$ cat config.mk
export PLATFORM = sky130hd
export DESIGN_NAME = sasi_host_bridge
export DESIGN_NICKNAME = d
export VERILOG_FILES = /design/src/rtl/sasi_pkg.sv /design/src/rtl/sasi_addr_dec.sv /design/src/rtl/sasi_ack_seq.sv /design/src/rtl/sasi_event_gen.sv /design/src/rtl/sasi_host_bridge.sv
export SDC_FILE = /design/constraint.sdc
export NUM_CORES = 1
export LEC_CHECK = 0
export BUFFER_PORTS_ARGS = -buffer_cell sky130_fd_sc_hd__buf_2
export CAP_MARGIN = 25
export CORE_MARGIN = 4
export CORE_UTILIZATION = 38
export CTS_CLUSTER_SIZE = 25
export DETAILED_ROUTE_END_ITERATION = 8
export PLACE_DENSITY_LB_ADDON = 0.12
export SYNTH_ARGS = -nofsm -noshare
export SYNTH_HDL_FRONTEND = slang
export SYNTH_SLANG_ARGS = --single-unit
$ cat constraint.sdc
create_clock -name clk -period 1.95 [get_ports clk]
set_input_delay 0.39 -clock clk [delete_from_list [all_inputs] [get_ports clk]]
set_output_delay 0.39 -clock clk [all_outputs]
set_load 0.01 [all_outputs]
$ cat src/rtl/sasi_pkg.sv
package sasi_pkg;
  typedef enum logic [1:0] {
    RSEL_DATA = 2'd0,
    RSEL_STAT = 2'd1,
    RSEL_DSET = 2'd2,
    RSEL_SSET = 2'd3
  } reg_sel_e;

  localparam int NREGS = 4;
  localparam int STAT_W = 5;
endpackage

$ cat src/rtl/sasi_addr_dec.sv
module sasi_addr_dec #(
  parameter int AW = 8
) (
  input  logic [AW-1:0] addr,
  input  logic          ioexp,
  input  logic [AW-2:0] strap,
  input  logic          rd,
  input  logic          wr,
  output logic [sasi_pkg::NREGS-1:0] rd_sel,
  output logic [sasi_pkg::NREGS-1:0] wr_sel
);
  logic hit;
  assign hit = ({addr[AW-1:2], ioexp} == strap);

  for (genvar g = 0; g < sasi_pkg::NREGS; g++) begin : g_sel
    assign rd_sel[g] = hit && rd && (addr[1:0] == 2'(g));
    assign wr_sel[g] = hit && wr && (addr[1:0] == 2'(g));
  end
endmodule

$ cat src/rtl/sasi_ack_seq.sv
module sasi_ack_seq (
  input  logic clk,
  input  logic rst,
  input  logic start,
  input  logic req_a,
  output logic ack_auto
);
  always_ff @(posedge clk) begin
    if (rst) ack_auto <= 1'b0;
    else if (start) ack_auto <= 1'b1;
    else if (ack_auto && !req_a) ack_auto <= 1'b0;
  end


  ack_start_chk: assert property (@(posedge clk) disable iff (rst)
    start |=> ack_auto);

  ack_hold_chk: assert property (@(posedge clk) disable iff (rst)
    (ack_auto && req_a) |=> ack_auto);

  ack_release_chk: assert property (@(posedge clk) disable iff (rst)
    (ack_auto && !req_a && !start) |=> !ack_auto);
endmodule

$ cat src/rtl/sasi_event_gen.sv
module sasi_event_gen (
  input  logic clk,
  input  logic rst,
  input  logic req_a,
  input  logic ien,
  input  logic data_rd,
  input  logic data_acc,
  output logic req_rise,
  output logic ready,
  output logic irq
);
  logic req_d;

  always_ff @(posedge clk) begin
    if (rst) req_d <= 1'b0;
    else req_d <= req_a;
  end
  assign req_rise = req_a && !req_d;

  always_ff @(posedge clk) begin
    if (rst) begin
      ready <= 1'b0;
      irq   <= 1'b0;
    end else begin
      if (req_rise) ready <= 1'b1;
      else if (data_rd) ready <= 1'b0;
      if (req_rise && ien) irq <= 1'b1;
      else if (data_acc) irq <= 1'b0;
    end
  end


  ready_set_chk: assert property (@(posedge clk) disable iff (rst)
    req_rise |=> ready);

  ready_clr_chk: assert property (@(posedge clk) disable iff (rst)
    (data_rd && !req_rise) |=> !ready);

  irq_set_chk: assert property (@(posedge clk) disable iff (rst)
    (req_rise && ien) |=> irq);

  irq_clr_chk: assert property (@(posedge clk) disable iff (rst)
    (data_acc && !(req_rise && ien)) |=> !irq);
endmodule

$ cat src/rtl/sasi_host_bridge.sv
module sasi_host_bridge #(
  parameter int AW = 8,
  parameter int DW = 8
) (
  input  logic          clk,
  input  logic          rst,
  input  logic [AW-1:0] bus_addr,
  input  logic          bus_ioexp,
  input  logic          bus_rd,
  input  logic          bus_wr,
  input  logic [DW-1:0] bus_wdata,
  output logic [DW-1:0] bus_rdata,
  input  logic [AW-2:0] base_strap,
  input  logic          auto_ack_en,
  input  logic [DW-1:0] p_db_in,
  output logic [DW-1:0] p_db_out,
  output logic          p_db_oe,
  input  logic          p_bsy_n,
  input  logic          p_msg_n,
  input  logic          p_cd_n,
  input  logic          p_req_n,
  input  logic          p_io_n,
  output logic          p_rst_n,
  output logic          p_sel_n,
  output logic          p_ack_n,
  output logic          dma_ready,
  output logic          irq
);
  import sasi_pkg::*;

  logic [NREGS-1:0] rd_sel, wr_sel;
  logic [STAT_W-1:0] stat_a;
  logic [DW-1:0] db_s, din_q, dout_q, dset_q, sset_q;
  logic [2:0] ctl_q;
  logic req_rise, ack_auto, ack_all, data_acc, oe_q;

  sasi_addr_dec #(.AW(AW)) u_dec (
    .addr(bus_addr), .ioexp(bus_ioexp), .strap(base_strap),
    .rd(bus_rd), .wr(bus_wr), .rd_sel(rd_sel), .wr_sel(wr_sel)
  );

  // input stage: asserted = 1 (bsy, msg, cd, req, io)
  always_ff @(posedge clk) begin
    if (rst) begin
      stat_a <= '0;
      db_s   <= '0;
    end else begin
      stat_a <= ~{p_bsy_n, p_msg_n, p_cd_n, p_req_n, p_io_n};
      db_s   <= p_db_in;
    end
  end

  assign data_acc = rd_sel[RSEL_DATA] || wr_sel[RSEL_DATA];

  sasi_ack_seq u_ack (
    .clk(clk), .rst(rst), .start(auto_ack_en && data_acc),
    .req_a(stat_a[1]), .ack_auto(ack_auto)
  );

  sasi_event_gen u_evt (
    .clk(clk), .rst(rst), .req_a(stat_a[1]), .ien(sset_q[0]),
    .data_rd(rd_sel[RSEL_DATA]), .data_acc(data_acc),
    .req_rise(req_rise), .ready(dma_ready), .irq(irq)
  );

  always_ff @(posedge clk) begin
    if (rst) begin
      din_q  <= '0;
      dout_q <= '0;
      dset_q <= '0;
      sset_q <= '0;
      ctl_q  <= '0;
      oe_q   <= 1'b0;
    end else begin
      if (req_rise && stat_a[0]) din_q <= db_s;
      if (wr_sel[RSEL_DATA]) dout_q <= bus_wdata;
      if (wr_sel[RSEL_STAT]) ctl_q <= bus_wdata[DW-1:DW-3];
      if (wr_sel[RSEL_DSET]) dset_q <= bus_wdata;
      if (wr_sel[RSEL_SSET]) sset_q <= bus_wdata;
      oe_q <= !stat_a[0] && !dset_q[0];
    end
  end

  assign ack_all = ctl_q[0] || ack_auto;

  always_ff @(posedge clk) begin
    if (rst) bus_rdata <= '0;
    else if (|rd_sel) begin
      unique case (bus_addr[1:0])
        RSEL_DATA: bus_rdata <= din_q;
        RSEL_STAT: bus_rdata <= {ctl_q[2], ctl_q[1], ack_all, stat_a};
        RSEL_DSET: bus_rdata <= dset_q;
        default:   bus_rdata <= sset_q;
      endcase
    end
  end

  assign p_db_out = dout_q;
  assign p_db_oe  = oe_q;
  assign p_rst_n  = !ctl_q[2];
  assign p_sel_n  = !ctl_q[1];
  assign p_ack_n  = !ack_all;


  drive_dir_chk: assert property (@(posedge clk) disable iff (rst)
    p_db_oe |-> $past(!stat_a[0]));

  miss_hold_chk: assert property (@(posedge clk) disable iff (rst)
    (bus_wr && !(|wr_sel)) |=> $stable(sset_q) && $stable(dset_q));
endmodule

# ---- Word level (Yosys, flattened, before mapping)
# Index checks and enable logic that the tools add are counted.
dict set report word_totals {
  register_bits 61
  input_bits 42
  output_inout_bits 22
}
dict set report op_classes {
  eq_ne 4
  muxes 7
  bitwise 1
  n_reduce_logical 30
}
# operator count
set ops {}
lappend ops {{8-bit case mux with 3 select lines} 1}
lappend ops {{1-bit logical AND} 16}
lappend ops {{7-bit equality test} 1}
lappend ops {{1-bit logical NOT} 7}
lappend ops {{1-bit 2-to-1 mux} 6}
lappend ops {{2-bit nonzero test} 3}
lappend ops {{5-bit NOT} 1}
lappend ops {{2-bit equality test (second input constant)} 2}
lappend ops {{4-bit OR reduction} 1}
lappend ops {{2-bit by 1-bit equality test with 1-bit output (second input constant)} 1}
lappend ops {{2-bit logical NOT} 1}
lappend ops {{1-bit logical OR} 2}

# ---- Logic depth before layout (Yosys ltp)
dict set report logic_depth {
  word_depth 6
  ltp_mapped 6
  ltp_nobuf 4
}

# ---- Hierarchy
# A second synthesis with hierarchy kept.
dict set report hier_totals {
  hier_cells 223
  area_unflattened_um2 2349.8
}
# module instances cells_each area_each_um2 seq_area_each_um2
set by_module_without_submodules {}
lappend by_module_without_submodules {sasi_host_bridge 1 189 2065.7 1141.1}
lappend by_module_without_submodules {sasi_addr_dec 1 21 145.1 0.0}
lappend by_module_without_submodules {sasi_event_gen 1 10 110.1 60.1}
lappend by_module_without_submodules {sasi_ack_seq 1 3 28.8 20.0}

# ---- Least setup slack after synthesis
# OpenSTA, ideal clock, no wires.
dict set report synth_timing {
  kind {input to register}
  startpoint {input bus_addr[0]}
  endpoint {register bus_rdata[3]}
  arrival_time_ps 1341
  required_time_ps 1818
  setup_slack_ps 477
  cell_stages 5
  cell_sequence {buf_2 > buf_6 > mux4_2 > nand3_1 > a21oi_1}
}
dict set report synth_between {
  elab_chain_cells 3
}
# element line
set synth_lines {}
lappend synth_lines {{start: declaration} sasi_host_bridge.sv:7} ;# input logic [AW-1:0] bus_addr,
lappend synth_lines {{2-bit by 1-bit equality test with 1-bit output, or another cell as far along} {sasi_addr_dec.sv:16, sasi_host_bridge.sv:89}}
lappend synth_lines {{1-bit logical AND} sasi_addr_dec.sv:16} ;# assign rd_sel[g] = hit && rd && (addr[1:0] == 2'(g));
lappend synth_lines {{4-bit OR reduction} sasi_host_bridge.sv:88} ;# else if (|rd_sel) begin
lappend synth_lines {{end signal: assignment} sasi_host_bridge.sv:90} ;# RSEL_DATA: bus_rdata <= din_q;
lappend synth_lines {{end signal: assignment} sasi_host_bridge.sv:91} ;# RSEL_STAT: bus_rdata <= {ctl_q[2], ctl_q[1], ack_all, stat_a};
lappend synth_lines {{end signal: assignment} sasi_host_bridge.sv:92} ;# RSEL_DSET: bus_rdata <= dset_q;
lappend synth_lines {{end: declaration} sasi_host_bridge.sv:12} ;# output logic [DW-1:0] bus_rdata,
# Parallel ways exist; a longest one is shown, timed or not.
# A chain may end at the register's enable or synchronous reset.

# ---- Final worst setup path
dict set report layout_timing {
  startpoint {register ctl_q[0]}
  endpoint {output p_ack_n}
}
dict set report layout_between {
  elab_chain_cells 2
}
# element line
set layout_lines {}
lappend layout_lines {{start: declaration} sasi_host_bridge.sv:34} ;# logic [2:0] ctl_q;
lappend layout_lines {{start signal: assignment} sasi_host_bridge.sv:77} ;# if (wr_sel[RSEL_STAT]) ctl_q <= bus_wdata[DW-1:DW-3];
lappend layout_lines {{1-bit logical OR} sasi_host_bridge.sv:84} ;# assign ack_all = ctl_q[0] || ack_auto;
lappend layout_lines {{1-bit logical NOT} sasi_host_bridge.sv:102} ;# assign p_ack_n = !ack_all;
lappend layout_lines {{end: declaration} sasi_host_bridge.sv:25} ;# output logic p_ack_n,
# No other way between the ends.

==> metrics <==
CTS tree=built; Flop pwr share=0.453; arrival time worst endpoint=1.03 ns; Die W=89.98 um; RSZ-0062 raised after global routing=no; count leader, synth=dfxtp_1; Slew HR=0.7350; CTS Hold Bufs=0; Clock Pin Slew Worst Setup and Hold Paths=0.07 ns; sw frac=0.2180; Post-Syn Nets=299; area leader, netlist=dfxtp_1; core footprint=6422 um^2; minimum clock period=1.415 ns; ratio of cells with drive above 1 in the final layout=0.3065; # rows=29; vias in the first global route=2025; crit end category=primary output; IO buf count=63; Net Sw Power=0.6149 mW; Peak VDD IR=0.0003409 V; Synth top cells by count=61 x dfxtp_1, 46 x nand2_1, 27 x mux2i_1; share of the core filled with cells=0.4896; DPL Wire Length=4261 um; status=completed; combinational share of power=0.069; clock share of power=0.478; fin nets=360; reg2reg end=din_q[3]; first-pass detailed-route iteration total=4; initial antenna violation count=0; Sum Neg Setup Slack=0 ns; Critical Path Fanout Max=2; GRT Overall Usage=0.1566; worst setup path end=p_ack_n; synthesized instance count=257; Worst Path Required=1.56 ns; setup violators final=0; Worst Clk Skew=0.007619 ns; r2r setup slk=0.64 ns; die area=8096 um^2; fmax=0.7066 GHz; Syn Area/Cell=9.937 um^2; Placed Instance Area=2900 um^2; Synth Warn #=0; via count=1956; startpoint types=flop; clk sinks=61; r2r startpoint=stat_a[1]; largest net degree at the start of global routing=37; routed wire length per instance=14.66 um; post-CTS resize count=0; first-pass GRT wire length=10050 um; Residual DRC=0; worst setup path class=reg -> out; Final Max Slew Viols=0; Largest stage delay, worst path=0.33 ns; Post-synth ARST share=0; hold crit path type=in -> reg; synthesis-to-finish area growth=23.13%; Clock Tree Buf Depth=2; period utilization=0.7257; Lkg Pwr=1.396 nW; Worst-Margin Slew=0.3974 ns; root buf cell=clkbuf_8; Skew-Pair Late Insertion Delay=0.34 ns; ANT nets after route=0; H-tree depth=3; global route total overflow=0; Main synth FF type=dfxtp_1; Mapped Area=2554 um^2; crit path cell chain=nor2_1 > buf_2; Initial DRC Count=55; setup bufs post-CTS=0; Initial Util=0.3976; library cells used by synthesis=37; sequential area share after synthesis=0.4782; io pins=64; fin area=3144 um^2; GPL Wtd Cong=0.7771; slowest CP cell=dfxtp_1; Internal=2.206 mW; Yosys reg bits=61; Worst R2R Path Depth=4; vias per std cell=4.890; top cell type's share of synthesized area=0.4782; max-cap violation count=0; Num CTS Buffers=9; Fin. Hold Viols=0; EDFF count, synth=0; Ant. Diodes=0; PwrDens=897.0 nW/um^2; WL final=5864 um; CP Launch Point=ctl_q[0]; die height=89.98 um; top cells by area, synth=dfxtp_1 48%, mux2i_1 11%, nand2_1 6.8%
-- kinds of logic after synthesis --
family	Yosys count	synth area share
muxes	35	0.1720
xor gates and xnor gates	10	0.03724
and+or+nand+nor	95	0.1940
DFF	61	0.4782
AOI/OAI and AO/OA	34	0.07399
buffers and inverters	22	0.04458
-- power by group through the flow --
stage / Combinational, mW / Sequential [mW] / Clock [mW]
6_report: 0.196 / 1.28 / 1.35
5_1_grt: 0.222 / 1.28 / 1.43
4_1_cts: 0.199 / 1.28 / 1.39
3_5_place_dp: 0.198 / 1.31 / 0
3_3_place_gp: 0.197 / 1.31 / 0
2_1_floorplan: 0.127 / 1.30 / 0
-- cell usage in the layout (no fill, tap or decap), types with 2 or more instances in the layout --
cell	instances
bufinv_16	2
dfxtp_1	61
buf_2	63
mux4_2	7
o21ai_0	8
nor2_1	8
and4_1	2
inv_1	4
clkbuf_8	13
nand2_1	46
a311oi_1	2
and3_1	2
buf_4	4
xnor2_1	6
mux2i_1	27
nor2b_1	10
a21oi_1	20
nor3_1	2
xor2_1	3
nand3_1	15
nand4_1	2
-- layout make-up --
| type | instances | area [um^2] |
|---|---|---|
| fill | 624 | 3278 |
| sequential | 61 | 1221 |
| multi-input combinational | 174 | 1219 |
| timing repair buffer | 67 | 345.3 |
| clock buffer | 13 | 178.9 |
| tap | 77 | 96.34 |
| clock inverter | 3 | 65.06 |
| inverter | 5 | 18.77 |
-- flip-flops by register name, summed over array words and instances, names as in the netlist, 3 cells and up --
name,count
db_s,8
din_q,8
ctl_q,3
bus_rdata,8
dset_q,8
p_db_out,8
stat_a,5
sset_q,8
-- per-stage QoR --
step / hold WS [ns] / power, mW / setup WS (ns) / cells
after floorplan: 0.4192 / 1.428 / 0.4767 / 257
after global placement: 0.4420 / 1.503 / 0.2514 / 384
after detailed placement: 0.4426 / 1.503 / 0.2509 / 384
after CTS: 0.1794 / 2.862 / 0.4956 / 400
after global routing: 0.1895 / 2.933 / 0.4730 / 400
final: 0.1974 / 2.820 / 0.5348 / 400
-- routing by layer --
| metal | global-route usage | vias up | part of all wire |
|---|---|---|---|
| met5 | 0 | - | 0 |
| met4 | 0.07270 | 0 | 0.021 |
| met3 | 0.05092 | 14 | 0.052 |
| met2 | 0.2412 | 45 | 0.45 |
| met1 | 0.1994 | 884 | 0.47 |
| li1 | - | 1013 | - |
-- critical path, delay by kind of cell, from the launching register on --
family        cells  cell delay (ns)
flops             1             0.33
buf+inv           1             0.17
simple gates      1             0.18
-- how the worst min path moves through the flow --
| stage | end | start | slack [ns] | cells past startpoint |
|---|---|---|---|---|
| floorplan | p_db_oe | dset_q[0] | 0.42 | 1 |
| global placement | din_q[2] | db_s[2] | 0.44 | 2 |
| detailed placement | din_q[6] | db_s[6] | 0.44 | 2 |
| CTS | stat_a[4] | p_bsy_n | 0.18 | 2 |
| global route | stat_a[2] | p_cd_n | 0.19 | 2 |
| finish | stat_a[4] | p_bsy_n | 0.20 | 2 |
No activity file was read; power rests on OpenSTA's default activity.
